==> src/rtl/pktbuf_pkg.sv <==
package pktbuf_pkg;
  localparam int LEN_W = 11;

  typedef enum logic [1:0] {WS_DATA, WS_STAT, WS_WAIT} wr_state_e;

  typedef struct packed {
    logic             sniff;
    logic [2:0]       ease;
    logic [2:0]       port;
    logic [LEN_W-1:0] cnt;
  } pkt_desc_t;

  function automatic logic [31:0] stat_word(pkt_desc_t d);
    return {d.sniff, 13'd0, d.ease, d.port, d.cnt, 1'b1};
  endfunction
endpackage

==> src/rtl/pb_ptr_regs.sv <==
module pb_ptr_regs #(
  parameter int AW      = 32,
  parameter int BLK_CNT = 16,
  localparam int BLK_W  = $clog2(BLK_CNT)
) (
  input  logic             clk,
  input  logic             rst_n,
  input  logic             ptr_wr,
  input  logic [AW-1:0]    ptr_wdata,
  input  logic             adv,
  output logic [AW-1:0]    base,
  output logic [BLK_W-1:0] blk,
  output logic             armed,
  output logic             wrap
);
  localparam logic [BLK_W-1:0] LAST = BLK_W'(BLK_CNT - 1);

  logic [1:0]       fill_q, fill_d;
  logic [AW-1:0]    base_q, base_d, shad_q, shad_d;
  logic [BLK_W-1:0] blk_q, blk_d;

  assign wrap  = adv && (blk_q == LAST);
  assign armed = (fill_q == 2'd2);
  assign base  = base_q;
  assign blk   = blk_q;

  always_comb begin
    fill_d = fill_q;
    base_d = base_q;
    shad_d = shad_q;
    blk_d  = blk_q;
    if (ptr_wr) begin
      case (fill_q)
        2'd0:    begin base_d = ptr_wdata; fill_d = 2'd1; end
        2'd1:    begin shad_d = ptr_wdata; fill_d = 2'd2; end
        default: shad_d = ptr_wdata;
      endcase
    end
    if (adv) begin
      blk_d = wrap ? '0 : blk_q + 1'b1;
      if (wrap) base_d = shad_q;
    end
  end

  always_ff @(posedge clk or negedge rst_n) begin
    if (!rst_n) begin
      fill_q <= '0;
      base_q <= '0;
      shad_q <= '0;
      blk_q  <= '0;
    end else begin
      fill_q <= fill_d;
      base_q <= base_d;
      shad_q <= shad_d;
      blk_q  <= blk_d;
    end
  end

  // second pointer write goes to the shadow and arms the block
  p_second_wr_r2: assert property (@(posedge clk) disable iff (!rst_n)
    (fill_q == 2'd1 && ptr_wr) |=> (shad_q == $past(ptr_wdata)) && armed);
  // live base is frozen between transfers
  p_base_hold_r3: assert property (@(posedge clk) disable iff (!rst_n)
    (armed && !wrap) |=> $stable(base_q));
  // transfer copies the old shadow and restarts numbering
  p_swap_r4: assert property (@(posedge clk) disable iff (!rst_n)
    wrap |=> (base_q == $past(shad_q)) && (blk_q == '0));
endmodule

==> src/rtl/pb_irq.sv <==
module pb_irq #(
  parameter int N = 3
) (
  input  logic         clk,
  input  logic         rst_n,
  input  logic [N-1:0] set,
  input  logic         clr_wr,
  input  logic [N-1:0] clr_mask,
  output logic [N-1:0] flags
);
  for (genvar g = 0; g < N; g++) begin : g_flag
    logic fl_q, fl_d;
    always_comb begin
      fl_d = fl_q;
      if (clr_wr && clr_mask[g]) fl_d = 1'b0;
      if (set[g]) fl_d = 1'b1;
    end
    always_ff @(posedge clk or negedge rst_n) begin
      if (!rst_n) fl_q <= 1'b0;
      else        fl_q <= fl_d;
    end
    assign flags[g] = fl_q;

    // a flag stays set until the host clears it
    p_sticky_r9: assert property (@(posedge clk) disable iff (!rst_n)
      (fl_q && !(clr_wr && clr_mask[g])) |=> fl_q);
    // a set event is always visible one cycle later
    p_set_seen_r9: assert property (@(posedge clk) disable iff (!rst_n)
      set[g] |=> fl_q);
  end
endmodule

==> src/rtl/pb_pkt_writer.sv <==
module pb_pkt_writer
  import pktbuf_pkg::*;
#(
  parameter int AW        = 32,
  parameter int BLK_W     = 4,
  parameter int BLK_WORDS = 512,
  parameter int HDR_WORDS = 8,
  localparam int WA        = AW - 2,
  localparam int PAY_WORDS = BLK_WORDS - HDR_WORDS,
  localparam int CAP_BYTES = PAY_WORDS * 4,
  localparam int IW        = $clog2(PAY_WORDS + 1)
) (
  input  logic             clk,
  input  logic             rst_n,
  input  logic [AW-1:0]    base,
  input  logic [BLK_W-1:0] blk,
  input  logic             armed,
  input  logic             in_valid,
  output logic             in_ready,
  input  logic [31:0]      in_data,
  input  logic             in_last,
  input  logic [LEN_W-1:0] in_len,
  input  logic [2:0]       in_port,
  input  logic [2:0]       in_ease,
  input  logic             in_sniff,
  output logic             mem_valid,
  input  logic             mem_ready,
  output logic [WA-1:0]    mem_waddr,
  output logic [31:0]      mem_wdata,
  output logic             done,
  output logic             drop
);
  wr_state_e      st_q, st_d;
  logic           mv_q, mv_d, inpkt_q, inpkt_d, skip_q, skip_d;
  logic [WA-1:0]  addr_q, addr_d, blk_word;
  logic [31:0]    data_q, data_d;
  logic [IW-1:0]  widx_q, widx_d;
  pkt_desc_t      desc_q, desc_d;
  logic           slot_free, beat, skip_now, wr_now;

  assign blk_word  = base[AW-1:2] + WA'(blk) * WA'(BLK_WORDS);
  assign slot_free = !mv_q || mem_ready;
  assign in_ready  = (st_q == WS_DATA) && slot_free;
  assign beat      = in_valid && in_ready;
  assign skip_now  = inpkt_q ? skip_q : !armed;
  assign wr_now    = beat && !skip_now && (widx_q < IW'(PAY_WORDS));

  always_comb begin
    st_d    = st_q;
    mv_d    = mv_q && !mem_ready;
    addr_d  = addr_q;
    data_d  = data_q;
    widx_d  = widx_q;
    inpkt_d = inpkt_q;
    skip_d  = skip_q;
    desc_d  = desc_q;
    done    = 1'b0;
    drop    = 1'b0;
    case (st_q)
      WS_DATA: if (beat) begin
        inpkt_d = !in_last;
        skip_d  = skip_now;
        if (wr_now) begin
          mv_d   = 1'b1;
          addr_d = blk_word + WA'(HDR_WORDS) + WA'(widx_q);
          data_d = in_data;
          widx_d = widx_q + 1'b1;
        end
        if (in_last) begin
          desc_d.sniff = in_sniff;
          desc_d.ease  = in_ease;
          desc_d.port  = in_port;
          desc_d.cnt   = (in_len > LEN_W'(CAP_BYTES)) ? LEN_W'(CAP_BYTES) : in_len;
          if (skip_now) begin
            drop   = 1'b1;
            widx_d = '0;
          end else begin
            st_d = WS_STAT;
          end
        end
      end
      WS_STAT: if (slot_free) begin
        mv_d   = 1'b1;
        addr_d = blk_word;
        data_d = stat_word(desc_q);
        st_d   = WS_WAIT;
      end
      default: if (mem_ready) begin
        done   = 1'b1;
        widx_d = '0;
        st_d   = WS_DATA;
      end
    endcase
  end

  always_ff @(posedge clk or negedge rst_n) begin
    if (!rst_n) begin
      st_q    <= WS_DATA;
      mv_q    <= 1'b0;
      addr_q  <= '0;
      data_q  <= '0;
      widx_q  <= '0;
      inpkt_q <= 1'b0;
      skip_q  <= 1'b0;
      desc_q  <= '0;
    end else begin
      st_q    <= st_d;
      mv_q    <= mv_d;
      addr_q  <= addr_d;
      data_q  <= data_d;
      widx_q  <= widx_d;
      inpkt_q <= inpkt_d;
      skip_q  <= skip_d;
      desc_q  <= desc_d;
    end
  end

  assign mem_valid = mv_q;
  assign mem_waddr = addr_q;
  assign mem_wdata = data_q;

  // request is held until accepted
  p_hold_r11: assert property (@(posedge clk) disable iff (!rst_n)
    (mv_q && !mem_ready) |=> mv_q && $stable(addr_q) && $stable(data_q));
  // payload never lands in the header area
  p_hdr_gap_r7: assert property (@(posedge clk) disable iff (!rst_n)
    (mv_q && st_q != WS_WAIT) |-> ((addr_q - blk_word) >= WA'(HDR_WORDS)) &&
                                  ((addr_q - blk_word) < WA'(BLK_WORDS)));
  // the completion write targets word 0 with the valid bit set
  p_status_slot_r5: assert property (@(posedge clk) disable iff (!rst_n)
    (st_q == WS_WAIT && mv_q) |-> (addr_q == blk_word) && data_q[0]);
  // a dropped packet loads no memory request
  p_drop_quiet_r10: assert property (@(posedge clk) disable iff (!rst_n)
    (st_q == WS_DATA && inpkt_q && skip_q && !mv_q) |=> !mv_q);
endmodule

==> src/rtl/pktbuf_mgr.sv <==
module pktbuf_mgr
  import pktbuf_pkg::*;
#(
  parameter int AW        = 32,
  parameter int BLK_CNT   = 16,
  parameter int BLK_BYTES = 2048,
  parameter int HDR_WORDS = 8,
  localparam int BLK_W     = $clog2(BLK_CNT),
  localparam int BLK_WORDS = BLK_BYTES / 4
) (
  input  logic             clk,
  input  logic             rst_n,
  input  logic             host_wr,
  input  logic             host_sel,
  input  logic [31:0]      host_wdata,
  input  logic             in_valid,
  output logic             in_ready,
  input  logic [31:0]      in_data,
  input  logic             in_last,
  input  logic [10:0]      in_len,
  input  logic [2:0]       in_port,
  input  logic [2:0]       in_ease,
  input  logic             in_sniff,
  output logic             mem_valid,
  input  logic             mem_ready,
  output logic [AW-3:0]    mem_waddr,
  output logic [31:0]      mem_wdata,
  output logic             irq_pkt,
  output logic             irq_wrap,
  output logic             irq_ovr
);
  logic [AW-1:0]    base;
  logic [BLK_W-1:0] blk;
  logic             armed, wrap, done, drop;
  logic [2:0]       flags;

  pb_ptr_regs #(.AW(AW), .BLK_CNT(BLK_CNT)) ptr_i (
    .clk(clk), .rst_n(rst_n),
    .ptr_wr(host_wr && !host_sel), .ptr_wdata(AW'(host_wdata)),
    .adv(done), .base(base), .blk(blk), .armed(armed), .wrap(wrap)
  );

  pb_pkt_writer #(.AW(AW), .BLK_W(BLK_W), .BLK_WORDS(BLK_WORDS),
                  .HDR_WORDS(HDR_WORDS)) wr_i (
    .clk(clk), .rst_n(rst_n),
    .base(base), .blk(blk), .armed(armed),
    .in_valid(in_valid), .in_ready(in_ready), .in_data(in_data),
    .in_last(in_last), .in_len(in_len), .in_port(in_port),
    .in_ease(in_ease), .in_sniff(in_sniff),
    .mem_valid(mem_valid), .mem_ready(mem_ready),
    .mem_waddr(mem_waddr), .mem_wdata(mem_wdata),
    .done(done), .drop(drop)
  );

  pb_irq #(.N(3)) irq_i (
    .clk(clk), .rst_n(rst_n),
    .set({drop, wrap, done}),
    .clr_wr(host_wr && host_sel), .clr_mask(host_wdata[2:0]),
    .flags(flags)
  );

  assign irq_pkt  = flags[0];
  assign irq_wrap = flags[1];
  assign irq_ovr  = flags[2];
endmodule

==> config.mk <==
export PLATFORM = sky130hd
export DESIGN_NAME = pktbuf_mgr
export DESIGN_NICKNAME = d
export VERILOG_FILES = /design/src/rtl/pktbuf_pkg.sv /design/src/rtl/pb_ptr_regs.sv /design/src/rtl/pb_irq.sv /design/src/rtl/pb_pkt_writer.sv /design/src/rtl/pktbuf_mgr.sv
export SDC_FILE = /design/constraint.sdc
export NUM_CORES = 1
export LEC_CHECK = 0
export BUFFER_PORTS_ARGS = -buffer_cell sky130_fd_sc_hd__buf_2
export CAP_MARGIN = 20
export CORE_UTILIZATION = 51
export CTS_CLUSTER_SIZE = 16
export DETAILED_ROUTE_END_ITERATION = 12
export PLACE_DENSITY = 0.77
export SLEW_MARGIN = 40
export SYNTH_ARGS = -nofsm -noshare
export SYNTH_HDL_FRONTEND = slang
export SYNTH_SLANG_ARGS = --single-unit
==> constraint.sdc <==
create_clock -name clk -period 3 [get_ports clk]
set_clock_uncertainty 0.1 [all_clocks]
set_input_delay 0.3 -clock clk [delete_from_list [all_inputs] [get_ports clk]]
set_output_delay 0.3 -clock clk [all_outputs]
set_load 0.05 [all_outputs]
==> impl_metrics.tcl <==
set metrics [dict create \
    status "completed" \
    num_vias 6969 \
    root_buffer "clkbuf_16" \
    slew_viol_final 0 \
    layout-drive-gt1-share_pct 30.7 \
    synth_top_cell_by_area "dfrtp_1" \
    dp_cells 1198 \
    cts_buffers 17 \
    cp-start-kind "flip-flop" \
    syn_inst 841 \
    grt_pass1_wl_um 33100 \
    tightest_slew_ps 751 \
    cp_data_required_time_ps 3210 \
    cp_max_fo 4 \
    synth-main-ff-cell "dfrtp_1" \
    start_util_pct 52.9 \
    core_um2 16100 \
    drv_cap 0 \
    synth_seq_area_share_pct 48.0 \
    grt_usage_pct 25.0 \
    rows 46 \
    cellPowerDensity_nw_per_um2 1010 \
    final_util_pct 65.5 \
    synth_cell_type_count 75 \
    die_w_um 131 \
    avgSynthCellArea_um2 10.1 \
    synth-async-reset-ratio_pct 100 \
    via_per_inst 5.55 \
    layout_setup_ws_ps 4.46 \
    hold_path_class "input port to flip-flop" \
    drt_wl_total_um 20200 \
    syn2layout_area_growth_pct 23.8 \
    routabilityCongestion 0.914 \
    ant_nets 0 \
    grt_pass1_vias 6692 \
    synth_seq_cells 163 \
    ir_drop_uv 650 \
    overflow 0 \
    synth_nets 956 \
    remaining_drc_errors 0 \
    drtIter0Drc 334 \
    arrival_ps 3200 \
    hold_ws_ps 14.2 \
    layout.nets 1141 \
    syn-cell-area_um2 8490 \
    antenna_found_initial 1 \
    numClockSinks 163 \
    path_class "flip-flop to flip-flop" \
    synth_common_cells "163 x dfrtp_1, 136 x nand2_1, 61 x o21ai_0, 54 x nor2_1, 47 x mux2_2" \
    io_pins 156 \
    clock_path_buffers 2 \
    dieHeight_um 131 \
    yosysMostFrequentCell "dfrtp_1" \
    grt_max_degree 70 \
    yosysTopAreaCellShare_pct 48.0 \
    slew_headroom_pct 49.8 \
    rsz0062_at_grt "yes" \
    tritoncts "built" \
    yosys_warnings 0 \
    hold_viol_final 0 \
    numPortBuffers 155 \
    setup-violations-final 0 \
    dp_hpwl_um 14500 \
    fin_crit_ps 3000 \
    fin_cells 1255 \
    fmax_mhz 334 \
    leakagePower_nw 4.64 \
    fin_crit_sh_pct 99.9 \
    preCtsSetupSlack_ps -20.0 \
    setup.worst_path.end_class "flip-flop" \
    die-area_um2 17200 \
    path_clk_slew_ps 70 \
    synthTopCellsByArea "dfrtp_1 48%, mux2_2 6.2%, nand2_1 6.0%, mux2i_1 3.7%, o21ai_0 3.6%" \
    clk_latency_ps 430 \
    h-tree-depth 4 \
    synth_edf_count 0 \
    dr.pass1.iters 4 \
    wl_per_cell_um 16.1 \
]
-- per-stage QoR --
stage                     power, W  setup TNS, ps  area (µm²)
after floorplan            0.00712              0        8490
after global placement     0.00830              0        9620
after detailed placement   0.00843          -53.3        9620
after CTS                   0.0105              0       10400
after global routing        0.0113           -257       10500
final                       0.0106              0       10500
-- layout make-up --
type                       count  area [µm²]
tap                          216         270
multi-input combinational    619        4270
sequential                   163        4080
clock inverter                11        93.8
timing repair buffer         212        1280
inverter                      13        48.8
fill                        1265        5540
antenna                        1        2.50
clock buffer                  20         467
-- cell families (layout without fill, tap and decap cells) --
group,after synthesis,count (layout),share of synthesized area [%]
compound gates,197,197,15.6
xor+xnor,33,33,3.40
mux,78,78,9.89
other cells,0,1,0
buf+inv,59,256,3.18
simple gates,285,285,15.8
fa+ha+maj,26,26,4.01
flops,163,163,48.0
-- layout by cell type (no fill, tap or decap), drive strengths merged, types with 12 or more instances in the layout --
| master | n |
|---|---|
| a31oi | 34 |
| o21ai | 64 |
| dlygate4sd3 | 20 |
| inv | 17 |
| xor2 | 14 |
| nor3 | 12 |
| mux2 | 47 |
| nor2 | 54 |
| dfrtp | 163 |
| nand3 | 23 |
| xnor2 | 19 |
| mux2i | 31 |
| a21oi | 35 |
| a22o | 13 |
| buf | 192 |
| ha | 24 |
| nand2 | 138 |
| clkbuf | 20 |
-- sequential cells by signal, summed over array words and instances, names as in the netlist --
name               count
wr_i.mem_wdata        32
ptr_i.base            30
ptr_i.shad_q          30
wr_i.mem_waddr        30
wr_i.desc_q           18
wr_i.widx_q            9
ptr_i.blk              4
irq_i.g_flag.fl_q      3
ptr_i.fill_q           2
wr_i.st_q              2
wr_i.inpkt_q           1
wr_i.mem_valid         1
wr_i.skip_q            1
-- worst max-delay path, cell delays in order, from the launching register on --
cell and delay (ps):
dfrtp_1 420, ha_4 190, fa_2 460, xnor2_2 210, a2111oi_4 390, o211ai_2 190
a211oi_2 350, nand4_1 150, xnor2_1 160, mux2_4 260
-- path summary, 6_finish.rpt --
| check | from | end | slack [ps] | cells past startpoint |
|---|---|---|---|---|
| max in group asynchronous | rst_n | ptr_i.blk[0]$_DFFE_PN0P_ | 1620 | 3 |
| worst max-delay path | ptr_i.blk[0]$_DFFE_PN0P_ | wr_i.mem_waddr[24]$_DFFE_PN0P_ | 4 | 9 |
| worst max register to register | ptr_i.blk[0]$_DFFE_PN0P_ | wr_i.mem_waddr[24]$_DFFE_PN0P_ | 4 | 9 |
| worst min register to register | wr_i.mem_waddr[26]$_DFFE_PN0P_ | wr_i.mem_waddr[26]$_DFFE_PN0P_ | 370 | 2 |
| worst min-delay path | in_len[6] | wr_i.desc_q[6]$_DFFE_PN0P_ | 10 | 2 |
| min in group asynchronous | rst_n | wr_i.desc_q[16]$_DFFE_PN0P_ | 330 | 2 |
-- report_power, final --
part	internal (W)	switching (W)
registers	0.00299	0.000558
logic	0.00167	0.00337
clock network	0.00114	0.000909
-- layer usage --
| metal | track usage (%) | vias to the layer above | part of all wire, % |
|---|---|---|---|
| li1 | - | 3395 | - |
| met2 | 40.6 | 206 | 47 |
| met5 | 0 | - | 0 |
| met4 | 8.86 | 0 | 1.6 |
| met1 | 33.1 | 3345 | 46 |
| met3 | 5.29 | 23 | 5.5 |
-- timing repair --
item                                    4_1_cts  5_1_grt
endpoints found under the setup margin        5       16
cloned                                        0        0
hold buffers                                 20        0
endpoints found under the hold margin        86        0
buffers inserted                              0        5
resized for setup                             3       16
pin swaps                                     1       14
(Power assumes the default switching activity.)
